## config.mk

```make
export PLATFORM = sky130hd
export DESIGN_NAME = gpio_mux_port
export DESIGN_NICKNAME = d
export VERILOG_FILES = /design/src/rtl/gpio_port_pkg.sv /design/src/rtl/gpio_sync.sv /design/src/rtl/gpio_pin_mux.sv /design/src/rtl/gpio_irq_bank.sv /design/src/rtl/gpio_mux_port.sv
export SDC_FILE = /design/constraint.sdc
export NUM_CORES = 1
export LEC_CHECK = 0
export BUFFER_PORTS_ARGS = -buffer_cell sky130_fd_sc_hd__buf_2
export CAP_MARGIN = 0
export CORE_ASPECT_RATIO = 1.75
export CORE_MARGIN = 1.5
export CORE_UTILIZATION = 40
export DETAILED_ROUTE_END_ITERATION = 10
export PLACE_DENSITY = 0.67
export SLEW_MARGIN = 30
export SYNTH_ARGS = -nofsm -noshare
export SYNTH_HDL_FRONTEND = slang
export SYNTH_SLANG_ARGS = --single-unit
```

## constraint.sdc

```tcl
create_clock -name clk -period 2.05 [get_ports clk]
set_clock_uncertainty 0.2 [all_clocks]
set_input_delay 0.1025 -clock clk [delete_from_list [all_inputs] [get_ports clk]]
set_output_delay 0.1025 -clock clk [all_outputs]
set_load 0.1 [all_outputs]
```

## src/rtl/gpio_port_pkg.sv

```systemverilog
package gpio_port_pkg;
  localparam int ADDR_W = 3;

  typedef enum logic [ADDR_W-1:0] {
    REG_IN  = 3'd0,
    REG_OUT = 3'd1,
    REG_DIR = 3'd2,
    REG_SEL = 3'd3,
    REG_IE  = 3'd4,
    REG_IES = 3'd5,
    REG_IFG = 3'd6
  } reg_addr_e;
endpackage

```

## src/rtl/gpio_sync.sv

```systemverilog
module gpio_sync #(
  parameter int W      = 8,
  parameter int STAGES = 2
) (
  input  logic         clk,
  input  logic         rst_n,
  input  logic [W-1:0] d_in,
  output logic [W-1:0] d_sync
);
  logic [W-1:0] stg_q [STAGES];

  always_ff @(posedge clk or negedge rst_n) begin
    if (!rst_n) begin
      for (int s = 0; s < STAGES; s++) stg_q[s] <= '0;
    end else begin
      stg_q[0] <= d_in;
      for (int s = 1; s < STAGES; s++) stg_q[s] <= stg_q[s-1];
    end
  end

  assign d_sync = stg_q[STAGES-1];
endmodule

```

## src/rtl/gpio_pin_mux.sv

```systemverilog
module gpio_pin_mux #(
  parameter int W = 8
) (
  input  logic [W-1:0] out_reg,
  input  logic [W-1:0] dir_reg,
  input  logic [W-1:0] sel_reg,
  input  logic [W-1:0] periph_out,
  input  logic [W-1:0] analog_en,
  input  logic [W-1:0] seg_en,
  input  logic [W-1:0] seg_val,
  input  logic [W-1:0] sync_in,
  output logic [W-1:0] pad_out,
  output logic [W-1:0] pad_oe,
  output logic [W-1:0] dig_in
);
  // Per pin: analog override, then segment override, then port/peripheral.
  for (genvar i = 0; i < W; i++) begin : g_pin
    logic dig_val;
    assign dig_val    = sel_reg[i] ? periph_out[i] : out_reg[i];
    assign pad_oe[i]  = analog_en[i] ? 1'b0 : (seg_en[i] ? 1'b1 : dir_reg[i]);
    assign pad_out[i] = analog_en[i] ? 1'b0 : (seg_en[i] ? seg_val[i] : dig_val);
    assign dig_in[i]  = sync_in[i] & ~analog_en[i];
  end
endmodule

```

## src/rtl/gpio_irq_bank.sv

```systemverilog
module gpio_irq_bank #(
  parameter int W       = 8,
  parameter bit HAS_IRQ = 1'b1
) (
  input  logic         clk,
  input  logic         rst_n,
  input  logic [W-1:0] sync_in,
  input  logic [W-1:0] analog_en,
  input  logic         wr_ie,
  input  logic         wr_ies,
  input  logic         wr_ifg,
  input  logic [W-1:0] wdata,
  output logic [W-1:0] ie_q,
  output logic [W-1:0] ies_q,
  output logic [W-1:0] ifg_q,
  output logic         irq
);
  if (HAS_IRQ) begin : g_irq
    logic [W-1:0] prev_q;
    logic [W-1:0] ie_d, ies_d, ifg_d;
    logic [W-1:0] rise, fall, edge_hit;

    assign rise     = sync_in & ~prev_q;
    assign fall     = ~sync_in & prev_q;
    assign edge_hit = ((rise & ~ies_q) | (fall & ies_q)) & ~analog_en;

    always_comb begin
      ie_d  = wr_ie  ? wdata : ie_q;
      ies_d = wr_ies ? wdata : ies_q;
      ifg_d = (wr_ifg ? wdata : ifg_q) | edge_hit;
    end

    always_ff @(posedge clk or negedge rst_n) begin
      if (!rst_n) begin
        prev_q <= '0;
        ie_q   <= '0;
        ies_q  <= '0;
        ifg_q  <= '0;
      end else begin
        prev_q <= sync_in;
        ie_q   <= ie_d;
        ies_q  <= ies_d;
        ifg_q  <= ifg_d;
      end
    end

    assign irq = |(ifg_q & ie_q);
  end else begin : g_no_irq
    assign ie_q  = '0;
    assign ies_q = '0;
    assign ifg_q = '0;
    assign irq   = 1'b0;
  end
endmodule

```

## src/rtl/gpio_mux_port.sv

```systemverilog
module gpio_mux_port
  import gpio_port_pkg::*;
#(
  parameter int W           = 8,
  parameter int SYNC_STAGES = 2,
  parameter bit HAS_IRQ     = 1'b1
) (
  input  logic              clk,
  input  logic              rst_n,
  input  logic              wr_en,
  input  logic [ADDR_W-1:0] addr,
  input  logic [W-1:0]      wdata,
  output logic [W-1:0]      rdata,
  input  logic [W-1:0]      pad_in,
  output logic [W-1:0]      pad_out,
  output logic [W-1:0]      pad_oe,
  input  logic [W-1:0]      periph_out,
  output logic [W-1:0]      periph_in,
  input  logic [W-1:0]      analog_en,
  input  logic [W-1:0]      seg_en,
  input  logic [W-1:0]      seg_val,
  output logic              irq
);
  logic [W-1:0] out_q, dir_q, sel_q;
  logic [W-1:0] out_d, dir_d, sel_d;
  logic [W-1:0] ie_q, ies_q, ifg_q;
  logic [W-1:0] sync_in, dig_in;
  logic         wr_out, wr_dir, wr_sel, wr_ie, wr_ies, wr_ifg;

  assign wr_out = wr_en && (addr == REG_OUT);
  assign wr_dir = wr_en && (addr == REG_DIR);
  assign wr_sel = wr_en && (addr == REG_SEL);
  assign wr_ie  = wr_en && (addr == REG_IE);
  assign wr_ies = wr_en && (addr == REG_IES);
  assign wr_ifg = wr_en && (addr == REG_IFG);

  always_comb begin
    out_d = wr_out ? wdata : out_q;
    dir_d = wr_dir ? wdata : dir_q;
    sel_d = wr_sel ? wdata : sel_q;
  end

  always_ff @(posedge clk or negedge rst_n) begin
    if (!rst_n) begin
      out_q <= '0;
      dir_q <= '0;
      sel_q <= '0;
    end else begin
      out_q <= out_d;
      dir_q <= dir_d;
      sel_q <= sel_d;
    end
  end

  gpio_sync #(.W(W), .STAGES(SYNC_STAGES)) u_sync (
    .clk(clk), .rst_n(rst_n), .d_in(pad_in), .d_sync(sync_in)
  );

  gpio_pin_mux #(.W(W)) u_mux (
    .out_reg(out_q), .dir_reg(dir_q), .sel_reg(sel_q),
    .periph_out(periph_out), .analog_en(analog_en),
    .seg_en(seg_en), .seg_val(seg_val), .sync_in(sync_in),
    .pad_out(pad_out), .pad_oe(pad_oe), .dig_in(dig_in)
  );

  gpio_irq_bank #(.W(W), .HAS_IRQ(HAS_IRQ)) u_irq (
    .clk(clk), .rst_n(rst_n), .sync_in(sync_in), .analog_en(analog_en),
    .wr_ie(wr_ie), .wr_ies(wr_ies), .wr_ifg(wr_ifg), .wdata(wdata),
    .ie_q(ie_q), .ies_q(ies_q), .ifg_q(ifg_q), .irq(irq)
  );

  assign periph_in = dig_in;

  always_comb begin
    unique case (addr)
      REG_IN:  rdata = dig_in;
      REG_OUT: rdata = out_q;
      REG_DIR: rdata = dir_q;
      REG_SEL: rdata = sel_q;
      REG_IE:  rdata = ie_q;
      REG_IES: rdata = ies_q;
      REG_IFG: rdata = ifg_q;
      default: rdata = '0;
    endcase
  end
endmodule

```

Word level (Yosys, flattened, before mapping)
Cells that the tools add are included.
{"block": "word_totals", "ff_bits": 72, "input_bits": 54, "wordCells": 93}
{"block": "classes", "mux": 42, "n_eq_ne": 6, "reduce_logical": 8, "bitwise": 28}
{"operator": "$pmux 8 s7", "count": 1}
{"operator": "$and 8x8->8", "count": 6}
{"operator": "$mux 1", "count": 40}
{"operator": "$not 8->8", "count": 4}
{"operator": "$or 8x8->8", "count": 2}
{"operator": "$eq 3x3->1 const B", "count": 3}
{"operator": "$and 1x1->1", "count": 8}
{"operator": "$mux 8", "count": 1}
{"operator": "$not 1->1", "count": 8}
{"operator": "$reduce_or 8->1", "count": 1}
{"operator": "$eq 3x2->1 const B", "count": 2}
{"operator": "$logic_and 1x1->1", "count": 6}
{"operator": "$eq 3x1->1 const B", "count": 1}
{"operator": "$logic_not 3->1", "count": 1}

Depth between registers and ports, before layout
{"block": "logic_depth", "ltp_word": 6, "mapped_depth": 5}

Cells and area by module
From an unflattened synthesis, not the netlist that was laid out.
{"block": "unflattened", "cells_unflattened": 301, "hier_area_um2": 3727.3}
{"module": "gpio_mux_port", "cells_each": 133, "n_inst": 1, "seq_area_each_um2": 600.6, "area_per_inst_um2": 1574.0}
{"module": "gpio_irq_bank", "cells_each": 88, "n_inst": 1, "seq_area_each_um2": 800.8, "area_per_inst_um2": 1322.5}
{"module": "gpio_sync", "cells_each": 24, "n_inst": 1, "seq_area_each_um2": 400.4, "area_per_inst_um2": 460.4}
{"module": "gpio_pin_mux", "cells_each": 56, "n_inst": 1, "seq_area_each_um2": 0.0, "area_per_inst_um2": 370.4}

Worst setup path after synthesis
OpenSTA, ideal clock, no wires.
{"block": "synth_timing", "kind": "register to output", "startpoint": "register u_sync.stg_q (netlist bit u_sync.d_sync[2])", "endpoint": "output rdata[2]", "n_path_buf": 0, "stages_incl_launch_ff": 4, "required_time_ns": 1.747, "slack_ns": -1.763, "t_arrival_ns": 3.511, "cell_sequence": "dfrtp_1 nor2b_1 a221oi_1 o221ai_1"}
{"block": "synth_between", "elab_chain_len": 2}
{"element": "start: declaration", "line_no": "gpio_sync.sv:10", "text": "logic [W-1:0] stg_q [STAGES];"}
{"element": "$and 1x1->1", "line_no": "gpio_pin_mux.sv:22", "text": "assign dig_in[i] = sync_in[i] & ~analog_en[i];"}
{"element": "via periph_in[2]", "line_no": "gpio_mux_port.sv:18", "text": "output logic [W-1:0] periph_in,"}
{"element": "$pmux 8 s7", "line_no": "gpio_mux_port.sv:75", "text": "unique case (addr)"}
{"element": "end: declaration", "line_no": "gpio_mux_port.sv:13", "text": "output logic [W-1:0] rdata,"}
The timed path passes the listed nets, and every way through them passes these cells.

Final worst setup path
{"block": "layout_timing", "startpoint": "register u_sync.stg_q (netlist bit u_sync.d_sync[6])", "endpoint": "output rdata[6]"}
{"block": "layout_between", "elab_chain_len": 2}
{"element": "$and 1x1->1", "line_no": "gpio_pin_mux.sv:22"}
{"element": "$pmux 8 s7", "line_no": "gpio_mux_port.sv:75"}
Every way passes these cells.

==> out/summary.md <==
The run finished, with violations left. The checks that failed: negative setup slack. From left edge to right edge, the die measures 73.3 um. The biggest fanout along the worst timing path works out to 2. The via count of the first global-routing pass was 2996. Max-cap violations in this run came to 0.

Setup repair after global routing could not meet its margin everywhere. The run gives 0 as the number of diodes. For the half-perimeter wire length after placement, the log shows 6270 um. The type of element capturing the critical path is an output port. Via-per-instance ratio: 5.20.

The congestion estimate from routability-driven global placement came to 0.935. Arrival time at the worst endpoint: 1.75 ns. Data on the critical path is required at its endpoint by 1.75 ns. STA classifies the critical path startpoint as a flop. The total die area was 0.00923 mm^2; the number of max-slew violations in the final report was 0. In this run the deepest clock path goes through 2 buffers. A synthesized cell averages 11.8 um^2. The routed design has 9020 um of wire.

The floorplan has 44 rows. Summed over all layers, the global routing overflow is 0. After the first detailed-routing iteration, the DRC count stood at 181. For the number of failing setup endpoints in the final timing report, the log shows 1. In this run the power density over the cells is 1000 mW/mm^2. The critical path is of the reg2out type. For the worst-skew pair, the clock arrives at the later sink with an insertion delay of 0.34 ns. Yosys attributes the largest share of cell area to sky130_fd_sc_hd__dfrtp_1 52%, sky130_fd_sc_hd__mux2_2 16%, sky130_fd_sc_hd__nor2_1 5.3%. The top cell types in the final layout, fill and taps aside, are 78 x sky130_fd_sc_hd__buf_2, 72 x sky130_fd_sc_hd__dfrtp_1, 49 x sky130_fd_sc_hd__mux2_2, 41 x sky130_fd_sc_hd__nor2_1, 33 x sky130_fd_sc_hd__dlygate4sd3_1.

In this run, synthesis produced a sequential element count of 72. The transition time at the pin with the least slew margin came out at 0.510 ns. The initial antenna violation count is 0. The global-route wire length before repair was 14600 um; the leakage power summed over all cells was 0.00230 uW. Counting flops with a built-in enable in the synthesized netlist gives 0. The run gives 703 as the number of fillers in the final layout. The count of yosys warnings during synthesis is 0. In this run the cell area of the synthesized design comes to 0.00346 mm^2. The share of synthesized area in the top cell type comes to 52.1%. After synthesis, flip-flops and latches occupy 52.1% of the total area.

The finished cells cover 0.00496 mm^2. The initial utilization of the core area, before any placement, comes to 41.3%. For this design the top-level I/O count stands at 87. The logs give 3 for the deepest level of the CTS H-tree and 21.1% for the global-route total usage across every layer. In this run the standard cell core region covers 0.00837 mm^2. Of all cell types, the one taking the most synthesized area is sky130_fd_sc_hd__dfrtp_1.

In this run the cell area measured after placement is 0.00427 mm^2. Derived from the worst setup path, the maximum achievable clock frequency is 0.488 GHz. The synthesized instance count was 292. At the placement stage, the worst setup path has a slack of 0.0936 ns. The critical path's slowest cell was sky130_fd_sc_hd__mux4_2. The first detailed-routing pass ran for 4 iterations. CTS placed an instance of sky130_fd_sc_hd__clkbuf_16 at the clock tree root.

After detailed routing, the number of remaining DRC violations is 0. Counting every sink on the clock net gives 72. Count of final hold-check violations: 0. The run gives -0.000377 ns as the setup slack of the critical path after layout. Synthesis produced a netlist with a net count of 346. Among all flip-flop cells after synthesis, the most frequent one is sky130_fd_sc_hd__dfrtp_1. Buffer and inverter count on the worst path: 1.

After clock tree synthesis, the clock-pin slew on the worst setup and hold paths is 0.05 ns. Entering global routing, the biggest net connects 53 pins. Traced cell by cell, the critical path runs through nor2b_4, mux4_2, mux2_4, buf_12.

At the end of the flow, the number of nets in the layout was 481. The number of buffers inserted during clock tree synthesis came out at 9. In this design, the largest share of critical-path delay is due to multiplexers. In this run the tightest slew margin relative to its limit is 66.0%.

The run gives 0.658 mV as the worst vdd rail ir drop. The area growth from synthesis to layout came out at 43.7%. The total number of vias is 2842, and the detail-routed net length per standard cell is 16.5 um. The tools report the post-detailed-route count of antenna-violating nets as 0.

In this design, the stage delay of the slowest critical-path cell is 0.44 ns. The floorplan step set the die height to 126 um. Number of distinct standard cells referenced by the synthesized netlist: 36. The smallest clock period supported by the final layout is computed as 2.05 ns.

The class of the worst hold path is in2async. The final critical path takes up 100% of the cycle. In the final layout, the share of cells above drive strength 1 is 46.1%. TritonCTS built the clock tree.

During placement, the flow inserted port buffers numbering 86. The commonest non-fill, non-tap cell in the layout is sky130_fd_sc_hd__buf_2. The share of async-settable or async-resettable flops after synthesis came out at 100%.
stage by stage:
stage               hold slack (ns)  power [uW]  util (%)    TNS, ns  instances
finish                       0.0709        4990      59.3  -0.000377        547
global route                  0.129        5200      59.3    -0.0401        547
detailed placement          -0.0951        3260      51.1          0        495
CTS                          0.0811        5000      59.0    -0.0587        544
global placement             -0.104        3230      51.1          0        495
floorplan                    -0.393        2850         -     -0.363        292
state kept, by name, summed over array words and instances, names as in the netlist:
register / cells
dir_q: 8
out_q: 8
sel_q: 8
u_irq.g_irq.prev_q: 8
u_irq.ie_q: 8
u_irq.ies_q: 8
u_irq.ifg_q: 8
u_sync.d_sync: 8
u_sync.stg_q: 8
per-layer routing:
metal / GRT usage [%] / vias up / part of all wire (%)
li1: - / 1332 / -
met1: 25.6 / 1394 / 42
met2: 34.2 / 85 / 51
met3: 3.44 / 31 / 3.0
met4: 13.1 / 0 / 4.4
met5: 0 / - / 0
report_power, final:
group          switching (uW)  leakage [uW]  internal (uW)
clock network             575      0.000158           1090
registers                 186      0.000839           1640
logic                     905       0.00130            591
total                    1670       0.00230           3320
layout make-up:
cell class | instances | area (um^2) | share of cell area (%)
Clock buffer | 10 | 239 | 4.81
Clock inverter | 6 | 82.6 | 1.66
Inverter | 5 | 18.8 | 0.378
Multi-Input combinational cell | 203 | 1670 | 33.6
Sequential cell | 72 | 1800 | 36.3
Tap cell | 115 | 144 | 2.90
Timing Repair Buffer | 136 | 1010 | 20.3
synthesized netlist by cell type, types with 2 or more instances:
| cell type | number |
|---|---|
| sky130_fd_sc_hd__nand2_1 | 6 |
| sky130_fd_sc_hd__mux2_2 | 50 |
| sky130_fd_sc_hd__a21oi_1 | 8 |
| sky130_fd_sc_hd__nor2_1 | 49 |
| sky130_fd_sc_hd__nand3_1 | 2 |
| sky130_fd_sc_hd__buf_2 | 8 |
| sky130_fd_sc_hd__a221o_1 | 5 |
| sky130_fd_sc_hd__dfrtp_1 | 72 |
| sky130_fd_sc_hd__nor2b_1 | 11 |
| sky130_fd_sc_hd__buf_6 | 2 |
| sky130_fd_sc_hd__o221ai_1 | 2 |
| sky130_fd_sc_hd__buf_4 | 2 |
| sky130_fd_sc_hd__and3b_1 | 9 |
| sky130_fd_sc_hd__o22ai_1 | 13 |
| sky130_fd_sc_hd__a22oi_1 | 6 |
| sky130_fd_sc_hd__o21ai_0 | 5 |
| sky130_fd_sc_hd__inv_1 | 5 |
| sky130_fd_sc_hd__a22o_1 | 5 |
| sky130_fd_sc_hd__and3_1 | 2 |
| sky130_fd_sc_hd__mux2i_1 | 14 |
worst paths after layout:
path | cells after the start | startpoint | end | slack, ns
setup / recovery | 4 | u_sync.d_sync[6]$_DFF_PN0_ | rdata[6] | -0.0004
hold / removal | 2 | rst_n | u_sync.stg_q[8]$_DFF_PN0_ | 0.07
setup reg to reg | 4 | u_sync.d_sync[4]$_DFF_PN0_ | u_irq.ifg_q[4]$_DFF_PN0_ | 0.30
hold reg to reg | 0 | u_sync.stg_q[11]$_DFF_PN0_ | u_sync.d_sync[3]$_DFF_PN0_ | 0.15
max in group asynchronous | 3 | rst_n | u_sync.stg_q[10]$_DFF_PN0_ | 0.92
min in group clk | 0 | u_sync.stg_q[11]$_DFF_PN0_ | u_sync.d_sync[3]$_DFF_PN0_ | 0.15
logic make-up (layout without fill, tap and decap cells):
logic type / Yosys count / in the layout / synth area share (%)
AND/OR/NAND/NOR: 90 / 90 / 14.3
buffers and inverters: 17 / 157 / 2.79
multiplexers: 66 / 66 / 21.3
flip-flops: 72 / 72 / 52.1
AO/OA/AOI/OAI: 47 / 47 / 9.49
what timing repair did:
item                                   CTS  global route
setup endpoints to repair                3             6
buffers inserted                         0             3
endpoints found under the hold margin  128             0
hold buffers                            33             0
gates resized for setup                  3             1
gates cloned                             0             0
pin swaps                                1             2
(Power assumes the default switching activity.)
